--- src/rtl/vis_pkg.sv ---
package vis_pkg;
  typedef enum logic [2:0] {
    ST_IDLE    = 3'd0,
    ST_SAMPLE  = 3'd1,
    ST_READ_HI = 3'd2,
    ST_READ_LO = 3'd3,
    ST_LOAD    = 3'd4
  } vis_state_e;
endpackage

--- src/rtl/vis_rank_enc.sv ---
module vis_rank_enc #(
  parameter int NLVL   = 16,
  parameter int RANK_W = $clog2(NLVL)
) (
  input  logic [NLVL-1:0]   req,
  output logic [RANK_W-1:0] rank
);
  // Later (higher) indices overwrite earlier ones: highest set bit wins.
  always_comb begin
    rank = '0;
    for (int i = 0; i < NLVL; i++) begin
      if (req[i]) rank = RANK_W'(i);
    end
  end
endmodule

--- src/rtl/vis_nmi_latch.sv ---
module vis_nmi_latch (
  input  logic clk,
  input  logic rst_n,
  input  logic line_in,
  input  logic clr,
  output logic flag
);
  logic prev_q, flag_q, flag_d, rise;

  assign rise = line_in & ~prev_q;

  always_comb begin
    flag_d = flag_q;
    if (clr)  flag_d = 1'b0;
    if (rise) flag_d = 1'b1;
  end

  always_ff @(posedge clk or negedge rst_n) begin
    if (!rst_n) begin
      prev_q <= 1'b0;
      flag_q <= 1'b0;
    end else begin
      prev_q <= line_in;
      flag_q <= flag_d;
    end
  end

  assign flag = flag_q;


  nmi_clear_chk: assert property (@(posedge clk) disable iff (!rst_n)
    (clr && !(line_in && !prev_q)) |=> !flag);

  nmi_set_chk: assert property (@(posedge clk) disable iff (!rst_n)
    (line_in && !prev_q) |=> flag);
endmodule

--- src/rtl/vecint_select.sv ---
module vecint_select #(
  parameter int NLVL   = 16,
  parameter int BYTE_W = 8,
  parameter int PC_W   = 16
) (
  input  logic              clk,
  input  logic              rst_n,
  input  logic              sel_start,
  input  logic              trap_req,
  input  logic              nmi_in,
  input  logic              nmi_clr,
  input  logic [NLVL-3:0]   irq_req,
  input  logic [PC_W-1:0]   pc_in,
  output logic              mem_rd,
  output logic [PC_W-1:0]   mem_addr,
  input  logic [BYTE_W-1:0] mem_rdata,
  output logic [PC_W-1:0]   pc_out,
  output logic              done
);
  import vis_pkg::*;

  localparam int RANK_W = $clog2(NLVL);
  localparam int PAD_W  = BYTE_W - RANK_W - 1;
  localparam int HI_W   = PC_W - BYTE_W;

  vis_state_e        state_q, state_d;
  logic [NLVL-1:0]   snap_q, snap_d, live_req;
  logic [HI_W-1:0]   pchi_q, pchi_d;
  logic [PC_W-1:0]   pc_q, pc_d;
  logic [BYTE_W-1:0] hbyte_q, hbyte_d;
  logic              done_q, done_d;
  logic              nmi_flag;
  logic [RANK_W-1:0] win_rank;
  logic [BYTE_W-1:0] slot;

  vis_nmi_latch u_nmi (
    .clk     (clk),
    .rst_n   (rst_n),
    .line_in (nmi_in),
    .clr     (nmi_clr),
    .flag    (nmi_flag)
  );

  assign live_req = {trap_req, nmi_flag, irq_req};

  vis_rank_enc #(.NLVL(NLVL), .RANK_W(RANK_W)) u_enc (
    .req  (snap_q),
    .rank (win_rank)
  );

  assign slot = {{PAD_W{1'b1}}, win_rank, 1'b0};

  // next-state and datapath
  always_comb begin
    state_d = state_q;
    snap_d  = snap_q;
    pchi_d  = pchi_q;
    pc_d    = pc_q;
    hbyte_d = hbyte_q;
    done_d  = 1'b0;
    unique case (state_q)
      ST_IDLE: if (sel_start) begin
        snap_d  = live_req;
        pchi_d  = pc_in[PC_W-1:BYTE_W];
        state_d = ST_SAMPLE;
      end
      ST_SAMPLE: begin
        pc_d    = {pchi_q, slot};
        state_d = ST_READ_HI;
      end
      ST_READ_HI: state_d = ST_READ_LO;
      ST_READ_LO: begin
        hbyte_d = mem_rdata;
        state_d = ST_LOAD;
      end
      ST_LOAD: begin
        pc_d    = PC_W'({hbyte_q, mem_rdata});
        done_d  = 1'b1;
        state_d = ST_IDLE;
      end
      default: state_d = ST_IDLE;
    endcase
  end

  always_ff @(posedge clk or negedge rst_n) begin
    if (!rst_n) begin
      state_q <= ST_IDLE;
      snap_q  <= '0;
      pchi_q  <= '0;
      pc_q    <= '0;
      hbyte_q <= '0;
      done_q  <= 1'b0;
    end else begin
      state_q <= state_d;
      snap_q  <= snap_d;
      pchi_q  <= pchi_d;
      pc_q    <= pc_d;
      hbyte_q <= hbyte_d;
      done_q  <= done_d;
    end
  end

  assign mem_rd   = (state_q == ST_READ_HI) || (state_q == ST_READ_LO);
  assign mem_addr = (state_q == ST_READ_LO) ? {pc_q[PC_W-1:1], 1'b1} : pc_q;
  assign pc_out   = pc_q;
  assign done     = done_q;


  slot_even_range_chk: assert property (@(posedge clk) disable iff (!rst_n)
    (state_q == ST_SAMPLE) |=> (pc_q[0] == 1'b0) && (pc_q[BYTE_W-1 -: PAD_W] == {PAD_W{1'b1}}));

  pc_high_kept_chk: assert property (@(posedge clk) disable iff (!rst_n)
    (state_q == ST_SAMPLE) |=> (pc_q[PC_W-1:BYTE_W] == $past(pchi_q)));

  lo_addr_follows_chk: assert property (@(posedge clk) disable iff (!rst_n)
    (state_q == ST_READ_HI) |=> (mem_rd && mem_addr == $past(mem_addr) + PC_W'(1)));

  done_single_chk: assert property (@(posedge clk) disable iff (!rst_n)
    done_q |=> !done_q);

  busy_start_ignored_chk: assert property (@(posedge clk) disable iff (!rst_n)
    (state_q != ST_IDLE && sel_start) |=> (state_q != ST_SAMPLE));
endmodule

--- config.mk ---
export PLATFORM = sky130hd
export DESIGN_NAME = vecint_select
export DESIGN_NICKNAME = d
export VERILOG_FILES = /design/src/rtl/vis_pkg.sv /design/src/rtl/vis_rank_enc.sv /design/src/rtl/vis_nmi_latch.sv /design/src/rtl/vecint_select.sv
export SDC_FILE = /design/constraint.sdc
export NUM_CORES = 1
export LEC_CHECK = 0
export BUFFER_PORTS_ARGS = -buffer_cell sky130_fd_sc_hd__buf_2
export CAP_MARGIN = 20
export CORE_ASPECT_RATIO = 0.9
export CORE_MARGIN = 1.5
export CORE_UTILIZATION = 41
export CTS_CLUSTER_SIZE = 14
export DETAILED_ROUTE_END_ITERATION = 8
export PLACE_DENSITY = 0.67
export SLEW_MARGIN = 20
export SYNTH_ARGS = -nofsm -noshare
export SYNTH_HDL_FRONTEND = slang
export SYNTH_SLANG_ARGS = --single-unit
--- constraint.sdc ---
create_clock -name clk -period 5.6 [get_ports clk]
set_clock_uncertainty 0.2 [all_clocks]
set_input_delay 0.28 -clock clk [delete_from_list [all_inputs] [get_ports clk]]
set_output_delay 0.28 -clock clk [all_outputs]
set_load 0.1 [all_outputs]
==> Word level (Yosys, flattened, before mapping) <==
Cells that the tools add are included.
{ "classes": {"n_addsub": 0, "n_mul": 0, "div_mod_pow": 0, "magnitude_cmp": 0, "eq_ne": 5, "shift": 0, "mux": 22, "bitwise_logic": 2, "n_reduce_logical": 5} }
{ "op_table": {"columns": ["cell", "count"], "rows": [
  ["$mux 4", 8],
  ["$pmux 16 s2", 1],
  ["$mux 3", 5],
  ["$pmux 3 s4", 1],
  ["$eq 3x2->1 const B", 2],
  ["$mux 1", 5],
  ["$mux 2", 2],
  ["$reduce_bool 2->1", 2],
  ["$eq 3x1->1 const B", 1],
  ["$eq 3x3->1 const B", 1],
  ["$logic_not 3->1", 1],
  ["$ne 2x2->1 const B", 1],
  ["$reduce_and 2->1", 1],
  ["$and 1x1->1", 1],
  ["$logic_or 1x1->1", 1],
  ["$not 1->1", 1]
]} }
{ "totals": {"ff_bits": 54, "latchBits": 0, "ramBits": 0, "romBits": 0, "input_bits": 44, "out_inout_bits": 34, "wordCells": 42, "mem_count": 0} }

==> Depth between registers and ports, before layout <==
{ "depth": {"depth_word": 16, "mapped_depth": 7} }

==> By module <==
Synthesis repeated with hierarchy kept, for this count alone.
{ "unflattened": {"hier_cells": 228, "area_unflattened_um2": 2681.3} }
{ "modules_own_cells": {"columns": ["module", "n_inst", "cells_each", "area_per_inst_um2", "seq_area_each_um2"], "rows": [
  ["vecint_select", 1, 198, 2469.9, 1301.2],
  ["vis_rank_enc", 1, 25, 141.4, 0.0],
  ["vis_nmi_latch", 1, 5, 70.1, 50.0]
]} }

==> Least setup slack after synthesis <==
Ideal clock, no wire load.
{ "synth_timing": {"path_kind": "reg2out", "startpoint": "register state_q[1]", "endpoint": "output mem_rd", "t_arrival_ns": 2.109, "slack_ns": 3.011, "stages_incl_launch_ff": 3, "path_cell_list": "dfrtp_1 -> clkbuf_1 -> nor2b_1"} }
{ "synth_via": {"elab_chain_cells": 2, "elab_cells_between_ends": 3} }
{ "synth_rtl": {"columns": ["item", "line_no", "source"], "rows": [
  ["start: declaration", "vecint_select.sv:26", "vis_state_e state_q, state_d;"],
  ["start signal: assignment", "vecint_select.sv:94", "state_q <= state_d;"],
  ["$eq 3x2->1", "vecint_select.sv:103", "assign mem_rd = (state_q == ST_READ_HI) || (state_q == ST_READ_LO);"],
  ["$logic_or 1x1->1 (*)", "vecint_select.sv:103", null],
  ["end: declaration", "vecint_select.sv:14", "output logic mem_rd,"]
]} }
Mark *: on every way between the ends. The rest lies on a longest branch, timed or not.

==> Worst setup path in the final report <==
{ "layout_timing": {"startpoint": "register state_q[0]", "endpoint": "output mem_addr[0]"} }
{ "layout_via": {"elab_chain_cells": 2} }
{ "layout_rtl": {"columns": ["item", "line_no", "source"], "rows": [
  ["$eq 3x2->1", "vecint_select.sv:104", "assign mem_addr = (state_q == ST_READ_LO) ? {pc_q[PC_W-1:1], 1'b1} : pc_q;"],
  ["$mux 1", "vecint_select.sv:104", null],
  ["end: declaration", "vecint_select.sv:15", "output logic [PC_W-1:0] mem_addr,"]
]} }
No other way between the ends.

==> metrics <==
outcome=completed; vias in the first global route=1644; # DRC=0; Clock Path Buffers=2; worst hold path depth=2; antenna cells=0; Tmin final=2.585 ns; Final Slew Violations=0; Worst Reg-to-Reg Cells=3; 1st-pass router iterations=4; I/O Buffers=68; Avg Vias per Cell=4.959; gp weighted congestion=0.7592; initial antenna violation count=0; area grow syn2layout=23.98%; # rows=26; die footprint=6322 um2; worst setup path class=reg -> out; setup fix buffers added after clock tree synthesis=0; Tcrit/Tclk final=46.15%; main flop type after synthesis=dfrtp_1; GRT overflow=0; Syn Nets=236; proportion of layout cells with a drive suffix above 1=39.55%; # nets final=311; asr flop ratio synth=100.0%; Crit. End Element=output port; Reg clk slew, reported paths=0.10 ns; initial DRC count=112; number of synthesized flops with an enable pin=0; total of max-cap violations=0; final wirelength=4652 um; I/O Pins=78; Initial Utilization=42.40%; post-synth top area share=55.27%; synthesized area=2400 um2; worst path required time=5.12 ns; die span in x=83.65 um; #FFs+latches synth=53; global-route wire length before repair=7990 um; cts hold-fix bufs=16; Post-Route Setup TNS=0 ns; DP Wirelength=3257 um; RSZ-0062 raised after global routing=no; Yosys cell types=36; post_cts resized=0; Routed WL per cell=13.76 um; Area contributors post-synth=dfrtp_1, mux2_2, mux2_4, buf_4, mux2i_1; Seq/Total Area, Yosys=55.27%; Yosys Warn Count=0; worst min-delay path category=in -> reg; H-tree depth=2; Root Driver=clkbuf_8; CP Max Fanout=10; syn_area_per_cell=12.50 um2; Layout fillers=539; chip height=75.58 um; final setup vio count=0; CP startpoint kind=flop; cell type with the largest total area after synthesis=dfrtp_1; total count of hold-check failures in the final report=0; GRT Total Usage=16.39%; core box area=5660 um2; Slew HR=45.60%; arrival time at the worst endpoint=2.10 ns; fmax=0.3869 GHz; post-route ant nets=0; worst slew pin tran=0.8125 ns; largest net degree at the start of global routing=54; via count=1676; Clock Latency Late Sink=0.31 ns; Cells after Synth=192; clock buffers created by TritonCTS=5; Clock Sinks=53; CTS tree=done
[worst max-delay path, cell delays in order, from the launching register on]
cell and delay, ns:
dfrtp_1 0.57, nor2b_1 0.41, nand2_2 0.26, nand2b_1 0.14, buf_2 0.43
[cells in the final DEF, fill, tap and decap left out, types with 3 or more instances in the layout]
master / instances
a211oi_1: 3
a21oi_1: 6
buf_2: 68
buf_4: 3
clkbuf_8: 6
dfrtp_1: 53
dlygate4sd3_1: 20
inv_1: 7
mux2_1: 4
mux2_2: 14
mux2_4: 10
mux2i_1: 8
nand2_1: 11
nand2b_1: 3
nor2_1: 8
nor2b_1: 3
nor4_1: 3
o21ai_0: 11
o22a_1: 3
[registers in the layout (all words and copies together) (netlist names)]
signal / flops
u_nmi.flag: 1
snap_q: 15
u_nmi.prev_q: 1
pchi_q: 8
done: 1
pc_out: 16
state_q: 3
hbyte_q: 8
[logic make-up (layout without fill, tap and decap cells)]
family | Yosys count | after routing | share of synthesized area [%]
flops | 53 | 53 | 55.27
compound gates | 38 | 38 | 10.38
mux | 36 | 36 | 18.04
simple gates | 34 | 34 | 7.717
buf+inv | 30 | 106 | 8.238
xor+xnor | 1 | 1 | 0.3650
[metrics by stage]
stage | hold slack [ns] | area (um2) | utilization [%] | setup WS [ns] | instances
6_report | 0.005627 | 2975 | 52.56 | 3.015 | 338
2_1_floorplan | -0.2156 | 2400 | - | 3.011 | 192
3_3_place_gp | 0.2043 | 2679 | 47.33 | 3.200 | 310
4_1_cts | 0.00003270 | 2935 | 51.86 | 2.978 | 334
3_5_place_dp | 0.2037 | 2679 | 47.33 | 3.115 | 310
5_1_grt | 0.0008055 | 2975 | 52.56 | 2.857 | 338
[synthesized netlist by cell type (3+ instances only)]
cell type	count
inv_1	7
nand2b_1	3
nor4_1	3
mux2_1	4
a21oi_1	6
o21ai_0	12
dfrtp_1	53
mux2_4	10
a211oi_1	3
mux2_2	14
o22a_1	3
nand2_1	11
nor2_1	8
nor2b_1	3
mux2i_1	8
buf_4	16
buf_6	3
[per-layer routing]
layer	part of all wire (%)	routed length, um	track usage, %
met2	47	2185	27.24
met5	0	0	0
met1	46	2123	21.36
met4	1.1	53	5.464
met3	6.2	289	4.442
[final timing paths]
check                                         endpoint  slack [ns]              startpoint
worst max-delay path                       mem_addr[0]        3.02  state_q[0]$_DFFE_PN0P_
worst min-delay path             pc_out[0]$_DFFE_PN0P_       0.006            mem_rdata[0]
worst max register to register  snap_q[15]$_DFFE_PN0P_        3.16  state_q[1]$_DFFE_PN0P_
worst min register to register  u_nmi.flag$_DFFE_PN0P_        0.23  u_nmi.prev_q$_DFF_PN0_
max in group asynchronous        snap_q[3]$_DFFE_PN0P_        4.34                   rst_n
min in group asynchronous       pc_out[15]$_DFFE_PN0P_        0.40                   rst_n
[final cells by class]
| cell class | instances | area, um2 | share of cell area (%) |
|---|---|---|---|
| Multi-Input combinational cell | 109 | 875.8 | 29.44 |
| Clock buffer | 6 | 82.58 | 2.775 |
| Clock inverter | 2 | 13.76 | 0.4626 |
| Sequential cell | 53 | 1326 | 44.58 |
| Tap cell | 70 | 87.58 | 2.944 |
| Timing Repair Buffer | 91 | 563.0 | 18.92 |
| Inverter | 7 | 26.28 | 0.8831 |
Power is left out: the tool's default activity adds up to more than one toggle a clock period on the data nets, which glitch-free logic cannot reach.
